### config.mk
export PLATFORM = sky130hd
export DESIGN_NAME = ext_trig_counter
export DESIGN_NICKNAME = d
export VERILOG_FILES = /design/src/rtl/etc_pkg.sv /design/src/rtl/etc_trig_front.sv /design/src/rtl/etc_prescaler.sv /design/src/rtl/etc_filter.sv /design/src/rtl/etc_counter.sv /design/src/rtl/ext_trig_counter.sv
export SDC_FILE = /design/constraint.sdc
export NUM_CORES = 1
export LEC_CHECK = 0
export CAP_MARGIN = 15
export CORE_MARGIN = 10
export CORE_UTILIZATION = 40
export DETAILED_ROUTE_END_ITERATION = 16
export DONT_BUFFER_PORTS = 1
export SLEW_MARGIN = 20
export SYNTH_ARGS = -nofsm -noshare
export SYNTH_HDL_FRONTEND = slang
export SYNTH_SLANG_ARGS = --single-unit
### constraint.sdc
create_clock -name clk -period 1.8 [get_ports clk]
set_input_delay 0.36 -clock clk [delete_from_list [all_inputs] [get_ports clk]]
set_output_delay 0.36 -clock clk [all_outputs]
set_load 0.01 [all_outputs]
### src/rtl/etc_pkg.sv
`timescale 1ns/1ps
package etc_pkg;
    parameter int unsigned ETC_SRC_NUM = 16;
    parameter int unsigned ETC_CNT_W   = 16;
    parameter int unsigned ETC_PSC_W   = 2;
    parameter int unsigned ETC_FLT_W   = 4;

    typedef enum logic [1:0] {
        PSC_DIV1 = 2'b00,
        PSC_DIV2 = 2'b01,
        PSC_DIV4 = 2'b10,
        PSC_DIV8 = 2'b11
    } psc_e;
endpackage

### src/rtl/etc_trig_front.sv
`timescale 1ns/1ps
module etc_trig_front #(
    parameter int unsigned NUM_SRC = 16,
    parameter int unsigned SEL_W   = $clog2(NUM_SRC)
) (
    input  logic               clk,
    input  logic               rst_n,
    input  logic [NUM_SRC-1:0] trig_in,
    input  logic [SEL_W-1:0]   sel,
    input  logic               inv,
    output logic               sync_o
);
    typedef struct packed {
        logic s1;
        logic s2;
    } front_t;

    front_t st_d, st_q;
    logic   picked;

    // Source mux and optional inversion, then a two-stage synchronizer
    always_comb begin
        picked  = trig_in[sel] ^ inv;
        st_d.s1 = picked;
        st_d.s2 = st_q.s1;
    end

    always_ff @(posedge clk or negedge rst_n) begin
        if (!rst_n) st_q <= '0;
        else        st_q <= st_d;
    end

    assign sync_o = st_q.s2;
endmodule

### src/rtl/etc_prescaler.sv
`timescale 1ns/1ps
module etc_prescaler
    import etc_pkg::*;
#(
    parameter int unsigned PSC_W = 2
) (
    input  logic             clk,
    input  logic             rst_n,
    input  logic [PSC_W-1:0] code,
    input  logic             lvl_i,
    output logic             div_o
);
    localparam int unsigned MAX_DIV = 1 << ((1 << PSC_W) - 1);
    localparam int unsigned EDGE_W  = (MAX_DIV > 1) ? $clog2(MAX_DIV) : 1;

    typedef struct packed {
        logic              prev;
        logic [PSC_W-1:0]  code;
        logic [EDGE_W-1:0] edges;
        logic              div;
    } psc_t;

    psc_t              st_d, st_q;
    logic              rise;
    logic [EDGE_W-1:0] last;

    always_comb begin
        st_d      = st_q;
        st_d.prev = lvl_i;
        st_d.code = code;
        rise      = lvl_i & ~st_q.prev;
        last      = EDGE_W'((32'd1 << code) - 32'd1);
        if (code != st_q.code) begin
            // A rewritten code restarts the tally from a known phase
            st_d.edges = '0;
            st_d.div   = 1'b0;
        end else if (code == PSC_W'(PSC_DIV1)) begin
            st_d.div   = lvl_i;
        end else if (rise) begin
            if (st_q.edges == last) begin
                st_d.edges = '0;
                st_d.div   = 1'b1;
            end else begin
                st_d.edges = st_q.edges + EDGE_W'(1);
                st_d.div   = 1'b0;
            end
        end
    end

    always_ff @(posedge clk or negedge rst_n) begin
        if (!rst_n) st_q <= '0;
        else        st_q <= st_d;
    end

    assign div_o = st_q.div;
endmodule

### src/rtl/etc_filter.sv
`timescale 1ns/1ps
module etc_filter #(
    parameter int unsigned FLT_W = 4
) (
    input  logic             clk,
    input  logic             rst_n,
    input  logic [FLT_W-1:0] code,
    input  logic             lvl_i,
    output logic             lvl_o
);
    localparam int unsigned MAX_RUN = 2 * ((1 << FLT_W) - 1);
    localparam int unsigned RUN_W   = $clog2(MAX_RUN + 1);

    typedef struct packed {
        logic [RUN_W-1:0] run;
        logic             out;
    } flt_t;

    flt_t             st_d, st_q;
    logic [RUN_W-1:0] need;

    always_comb begin
        st_d = st_q;
        need = RUN_W'({code, 1'b0});
        if (code == '0) begin
            st_d.out = lvl_i;
            st_d.run = '0;
        end else if (lvl_i == st_q.out) begin
            st_d.run = '0;
        end else if ((st_q.run + RUN_W'(1)) >= need) begin
            st_d.out = lvl_i;
            st_d.run = '0;
        end else begin
            st_d.run = st_q.run + RUN_W'(1);
        end
    end

    always_ff @(posedge clk or negedge rst_n) begin
        if (!rst_n) st_q <= '0;
        else        st_q <= st_d;
    end

    assign lvl_o = st_q.out;
endmodule

### src/rtl/etc_counter.sv
`timescale 1ns/1ps
module etc_counter #(
    parameter int unsigned CNT_W = 16
) (
    input  logic             clk,
    input  logic             rst_n,
    input  logic             lvl_i,
    input  logic             ext_mode,
    input  logic             cnt_en,
    output logic             pulse_o,
    output logic [CNT_W-1:0] count_o
);
    typedef struct packed {
        logic             prev;
        logic [CNT_W-1:0] count;
    } cnt_t;

    cnt_t st_d, st_q;
    logic pulse;

    always_comb begin
        st_d      = st_q;
        st_d.prev = lvl_i;
        pulse     = lvl_i & ~st_q.prev;
        if (cnt_en) begin
            if (ext_mode) st_d.count = st_q.count + CNT_W'(pulse);
            else          st_d.count = st_q.count + CNT_W'(1);
        end
    end

    always_ff @(posedge clk or negedge rst_n) begin
        if (!rst_n) st_q <= '0;
        else        st_q <= st_d;
    end

    assign pulse_o = pulse;
    assign count_o = st_q.count;
endmodule

### src/rtl/ext_trig_counter.sv
`timescale 1ns/1ps
module ext_trig_counter
    import etc_pkg::*;
#(
    parameter int unsigned NUM_SRC = ETC_SRC_NUM,
    parameter int unsigned SEL_W   = $clog2(NUM_SRC),
    parameter int unsigned CNT_W   = ETC_CNT_W,
    parameter int unsigned PSC_W   = ETC_PSC_W,
    parameter int unsigned FLT_W   = ETC_FLT_W
) (
    input  logic               clk,
    input  logic               rst_n,
    input  logic [NUM_SRC-1:0] trig_in,
    input  logic [SEL_W-1:0]   src_sel,
    input  logic               trig_inv,
    input  logic [PSC_W-1:0]   psc_code,
    input  logic [FLT_W-1:0]   flt_code,
    input  logic               ext_mode,
    input  logic               cnt_en,
    output logic [CNT_W-1:0]   count
);
    logic sync_lvl;
    logic div_lvl;
    logic flt_lvl;
    logic cnt_pulse;

    etc_trig_front #(.NUM_SRC(NUM_SRC), .SEL_W(SEL_W)) u_front (
        .clk     (clk),
        .rst_n   (rst_n),
        .trig_in (trig_in),
        .sel     (src_sel),
        .inv     (trig_inv),
        .sync_o  (sync_lvl)
    );

    etc_prescaler #(.PSC_W(PSC_W)) u_psc (
        .clk   (clk),
        .rst_n (rst_n),
        .code  (psc_code),
        .lvl_i (sync_lvl),
        .div_o (div_lvl)
    );

    etc_filter #(.FLT_W(FLT_W)) u_flt (
        .clk   (clk),
        .rst_n (rst_n),
        .code  (flt_code),
        .lvl_i (div_lvl),
        .lvl_o (flt_lvl)
    );

    etc_counter #(.CNT_W(CNT_W)) u_cnt (
        .clk      (clk),
        .rst_n    (rst_n),
        .lvl_i    (flt_lvl),
        .ext_mode (ext_mode),
        .cnt_en   (cnt_en),
        .pulse_o  (cnt_pulse),
        .count_o  (count)
    );
endmodule

Word level (Yosys, flattened, before mapping). Index checks and enable logic that the tools add are counted.

Flip-flop bits (word level): 32. Latch bits: 0. Memory bits (writable): 0. Bits in read-only memories: 0. Input bits: 31. Output and inout bits: 16. Logic and storage cells: 48. Memories kept: 0.

$add $sub $neg: 5. Multiply operators: 0. Divide/modulo/power cells: 0. Magnitude comparators: 2. Equality and inequality tests: 5. Shift-type cells: 1. Multiplexer cells: 13. Bitwise logic cells: 5. Reductions and logical operators: 7.

Operators by type and width (number): $add A16 B1 Y16 (1); $add A16 B1 Y16 const B (1); $mux W16 (1); $mux W4 (3); $mux W5 (2); $mux W6 (1); $add A5 B1 Y5 const B (1); $ge A5 B5 Y1 (1); $lt A4 B5 Y1 const B (1); $bmux W1 S4 (1); $logic_not A4 Y1 (1); $mux W1 (4); $ne A2 B1 Y1 const B (2); $reduce_and A2 Y1 (2); $reduce_bool A2 Y1 (2); $add A3 B1 Y3 const B (1); $eq A3 B3 Y1 (1); $mux W3 (1); $reduce_bool A3 Y1 (1); $shl A1 B2 Y3 const A (1); $sub A3 B1 Y3 const B (1); $and A1 B1 Y1 (2); $logic_not A2 Y1 (1); $ne A2 B2 Y1 (1); other kinds (3) (4).

Longest topological paths before layout.
Word-level depth: 7. Gate-level depth with buffers: 8. Mapped depth without buffers: 8.

Hierarchy. A second synthesis with hierarchy kept.

Cells, all modules: 161. Area, all modules: 1870.5 um2.

By module, submodules not included: etc_counter (times used 1, cells an instance 81, area an instance 927.1 um2, seq. area each 425.4 um2); etc_filter (times used 1, cells an instance 35, area an instance 379.1 um2, seq. area each 150.1 um2); etc_prescaler (times used 1, cells an instance 37, area an instance 377.9 um2, seq. area each 175.2 um2); etc_trig_front (times used 1, cells an instance 8, area an instance 186.4 um2, seq. area each 50.0 um2).

Least setup slack after synthesis. Ideal clock, no wire load.

Path type: register to register. Start point: reg u_flt.st_q[1] (netlist name). End point: reg u_flt.st_q, in the netlist u_flt.lvl_o. Arrival: 1.699 ns. Setup slack: -0.024 ns. Stages on the path, launching flop included: 8. Path buffers: 0. Period minus slack after synthesis: 1.824 ns. Cell sequence: dfrtp_1 -> ha_1 -> inv_1 -> ha_1 -> a21bo_2 -> a21oi_1 -> o211ai_1 -> mux2_2.

Longest elaborated chain between the ends: 4.

RTL lines: start, declared (RTL line etc_filter.sv:19) `flt_t st_d, st_q;`; start signal, assigned (RTL line etc_filter.sv:40) `else st_q <= st_d;`; $add A5 B1 Y5 (RTL line etc_filter.sv:30) `end else if ((st_q.run + RUN_W'(1)) >= need) begin`; $ge A5 B5 Y1 (RTL line etc_filter.sv:30); $reduce_bool A2 Y1 (no source line); $reduce_and A2 Y1 (no source line).

Every way passes these cells. A chain may end at the register's enable or synchronous reset.

Final worst setup path. Ends and elaborated chain as after synthesis.

==> results <==
- The number of hold-slack violations in the final timing report is 0.
- The number of pins with negative max-slew slack in the final report was 0.
- Each instance of the synthesized netlist takes up on average 11.3 µm².
- The post-synthesis net count is roughly 190.
- The run finished with clean final reports.
- From bottom edge to top edge, the die measures 85.6 µm.
- Summing all placed instances gives a cell area of 1710 µm².
- The maximum operating frequency is about 560 MHz.
- The count of yosys warnings during synthesis is 0.
- The CTS tree is done.
- The largest total area in the synthesized netlist belongs to sky130_fd_sc_hd__dfrtp_1.
- The tool flagged a number of max-cap violations equal to 0.
- Multiplexer cells account for 9.37% of the synthesized area.
- The count of buffers inserted at the top-level ports is 0.
- The worst min-delay path class is in -> reg.
- In the synthesized netlist the async set-or-reset flop fraction comes to between 90% and 100%.
- At the pin with the least slew margin, the transition time is around 380 ps.
- 47 I/O pins were placed.
- The via density per instance is around 5.3.
- The number of synthesized flops with an enable pin is 0.
- The number of buffers created by CTS is 5.
- 0 antenna diodes ended up in the layout.
- The total area inside the core boundary comes to a little over 4000 µm².
- After detailed routing, the average wire length per cell comes to 15.5 µm.
- In the finished design, the share of the clock period the worst path needs comes to 98.8%.
- The number of instances in the synthesized netlist is 152.
- The H-tree was split into 2 levels.
- Synthesis inferred 32 register bits.
- VDD sags by at most approximately 0.35 mV.
- The fraction of final layout cells sized beyond drive strength 1 is between 15 and 20%.
- The placement row count is 23.
- For this block, the initial DRC count from the detailed router was 68.
- For the final database, setup skew stands at 5.88 ps.
- Yosys attributes the largest share of cell area to sky130_fd_sc_hd__dfrtp_1, sky130_fd_sc_hd__xnor2_1, sky130_fd_sc_hd__buf_4.
- The area share of xor/xnor cells in the synthesized design is 11.7%.
- The post-DP HPWL is 2530 µm.
- The netlist area before placement is 1720 µm².
- The power per unit of standard cell area is 948 nW/µm².
- After Yosys synthesis, full adders, half adders and majority gates account for around 5.8% of the synthesized area.
- After clock tree synthesis, the clock-pin slew on the worst setup and hold paths is 60 ps.
- The leakage component of the power is 0.824 nW.
- The most common cell in the synthesized netlist is sky130_fd_sc_hd__dfrtp_1.
- The remaining antenna violation count after routing is 0.
- Setup repair after global routing could not meet its margin everywhere.
- The headroom to the max-slew limit is 74.4%.
- The worst path in the final design needs a cycle of 1780 ps, including I/O delays and setup.
- For the worst setup path, the data required time is 1960 ps.
- The total overflow left after global routing is 0.
- Sorting the synthesized cells by how often they occur yields sky130_fd_sc_hd__dfrtp_1, sky130_fd_sc_hd__xnor2_1, sky130_fd_sc_hd__buf_4, sky130_fd_sc_hd__nand2_1.
- The data arrival at the endpoint of the critical path is roughly 1900 ps.
- By area, the combinational part of the netlist is dominated by simple AND/OR/NAND/NOR gates.
- Summing the areas of all compound-gate instances in the mapped netlist gives 4.14% of the synthesized area.
- At the end of routability-driven placement, the weighted congestion stood at 0.825.
- The number of global-route vias before repair is 1045.
- Setup violations remaining at the end of the flow were counted as 0.
- The buffer cell driving the clock tree root is sky130_fd_sc_hd__clkbuf_8.
- The overall track demand over capacity in global routing is 8.66%.
- After the last flow step, the layout net total stands at 192.
- The area growth from synthesis to layout is 8.21%.
- After synthesis, the netlist uses 29 different library cells.
- The type of element capturing the critical path is a register.
- The utilization after layout is 45.6%.
- The first-pass iteration count of the detailed router is 4.
- The initial antenna violation count is 0.
- The count of unresolved DRC violations after routing is 0.
- The register cell area after layout is 801 µm².
- Entering global routing, the biggest net connects 33 pins.
- The area share of the largest cell type after synthesis is 46.5%.
- The number of clock sinks seen by CTS is 32.
- The horizontal die dimension is 85.6 µm.
- The number of fill cells in the layout is 399.
- Of all nets on the critical path, the largest fanout is 2.
- STA classifies the critical path startpoint as a register.
- The total area of multi-input combinational cells is roughly 790 µm².
- The clock passes through at most 2 buffers.
- The finished cells cover 1860 µm².
- The die area is around 7300 µm².
- In the synthesized netlist the dominant register cell turns out to be sky130_fd_sc_hd__dfrtp_1.
- The sum of routed wire length over all layers is 3170 µm.
- Clock latency on the worst-skew pair, taken at its later pin, is 280 ps.
- For this run, the register share of the synthesized area comes to 46.5%.
- The first global-routing pass estimated 5090 µm of wire.
- The total via count after detailed routing is between 1000 and 1500.
- The critical path is of the reg -> reg type.
- For this configuration, the core starts out at a cell density of 42.2%.
- The basic-gate share of the synthesized area counting and, or, nand and nor cells is 14.0%.
## routing by layer
layer / global-route usage [%] / part of all wire, % / wire length [µm] / vias up
li1: - / - / - / 520
met1: 8.77 / 39 / 1220 / 511
met2: 12.8 / 46 / 1450 / 41
met3: 7.10 / 14 / 450 / 6
met4: 3.59 / 1.5 / 48 / 0
met5: 0 / 0 / 0 / -
## worst paths after layout
path / startpoint / end / slack, ps / cells past startpoint
worst min register to register: u_front.st_d[0] / u_front.sync_o / 350 / 0
worst max-delay path: u_flt.st_q[1] / u_flt.lvl_o / 20 / 7
max in group asynchronous: rst_n / u_psc.st_q[2] / 1110 / 2
worst max register to register: u_flt.st_q[1] / u_flt.lvl_o / 20 / 7
worst min-delay path: psc_code[1] / u_psc.st_q[5] / 110 / 0
min in group asynchronous: rst_n / u_cnt.count_o[7] / 520 / 2
## layout by cell type, fill, tap and decap left out, types with 3 or more instances in the layout
master / netlist / final
sky130_fd_sc_hd__dfrtp_1: 32 / 32
sky130_fd_sc_hd__xnor2_1: 19 / 19
sky130_fd_sc_hd__nand2_1: 12 / 12
sky130_fd_sc_hd__nor2_1: 8 / 8
sky130_fd_sc_hd__buf_4: 16 / 8
sky130_fd_sc_hd__inv_1: 7 / 6
sky130_fd_sc_hd__nand3_1: 6 / 6
sky130_fd_sc_hd__ha_1: 8 / 6
sky130_fd_sc_hd__clkbuf_8: 0 / 6
sky130_fd_sc_hd__xor2_1: 4 / 4
sky130_fd_sc_hd__nor2b_1: 4 / 4
sky130_fd_sc_hd__mux4_1: 4 / 4
sky130_fd_sc_hd__nand4_1: 4 / 4
sky130_fd_sc_hd__nor3_1: 3 / 3
sky130_fd_sc_hd__o211ai_1: 3 / 3
sky130_fd_sc_hd__mux2_2: 3 / 3
## cell type report
class,instances,area share [%]
Sequential cell,32,43.0
Multi-Input combinational cell,97,42.6
Clock buffer,8,4.83
Timing Repair Buffer,10,4.83
Tap cell,50,3.36
Inverter,7,1.41
## registers in the layout (all words and copies together), names as in the netlist
| register | flops |
|---|---|
| u_cnt.count_o | 16 |
| u_psc.st_q | 6 |
| u_flt.st_q | 5 |
| u_cnt.st_q | 1 |
| u_flt.lvl_o | 1 |
| u_front.st_d | 1 |
| u_front.sync_o | 1 |
| u_psc.div_o | 1 |
## worst max-delay path: stages (launching register included)
cell and delay, ps:
sky130_fd_sc_hd__dfrtp_1 350, sky130_fd_sc_hd__ha_1 190, sky130_fd_sc_hd__nand3_1 100, sky130_fd_sc_hd__xnor2_1 150, sky130_fd_sc_hd__ha_1 290, sky130_fd_sc_hd__nand2_1 70, sky130_fd_sc_hd__o211ai_1 180, sky130_fd_sc_hd__mux2_2 340
## timing repair
| item | in CTS | in global routing |
|---|---|---|
| gates resized for setup | 0 | 4 |
| setup buffers | 0 | 2 |
| endpoints found under the hold margin | 32 | 0 |
| pin swaps | 4 | 1 |
| hold buffers | 2 | 0 |
| endpoints found under the setup margin | 1 | 9 |
## logic make-up after synthesis
group,count (synthesis)
AO/OA/AOI/OAI,11
XOR/XNOR,23
adder cells (fa/ha/maj),8
buffers and inverters,23
flip-flops,32
multiplexers,8
AND/OR/NAND/NOR,47
## report_power, final
part	internal [mW]	switching, mW	total [mW]
Sequential	0.809	0.127	0.936
Combinational	0.154	0.119	0.273
Clock	0.311	0.247	0.558
## stage by stage
step	std cells	TNS (ps)	hold WS (ps)	total power, mW	setup WS (ps)
CTS	202	0	100	1.79	6.26
finish	204	0	106	1.77	22.4
floorplan	152	0	64.4	1.20	0.908
detailed placement	192	-23.8	65.6	1.20	-23.8
global placement	192	-3.21	65.5	1.18	-3.21
global route	204	-77.1	86.6	1.87	-77.1
Note: power is estimated with default switching activity, not from simulation.
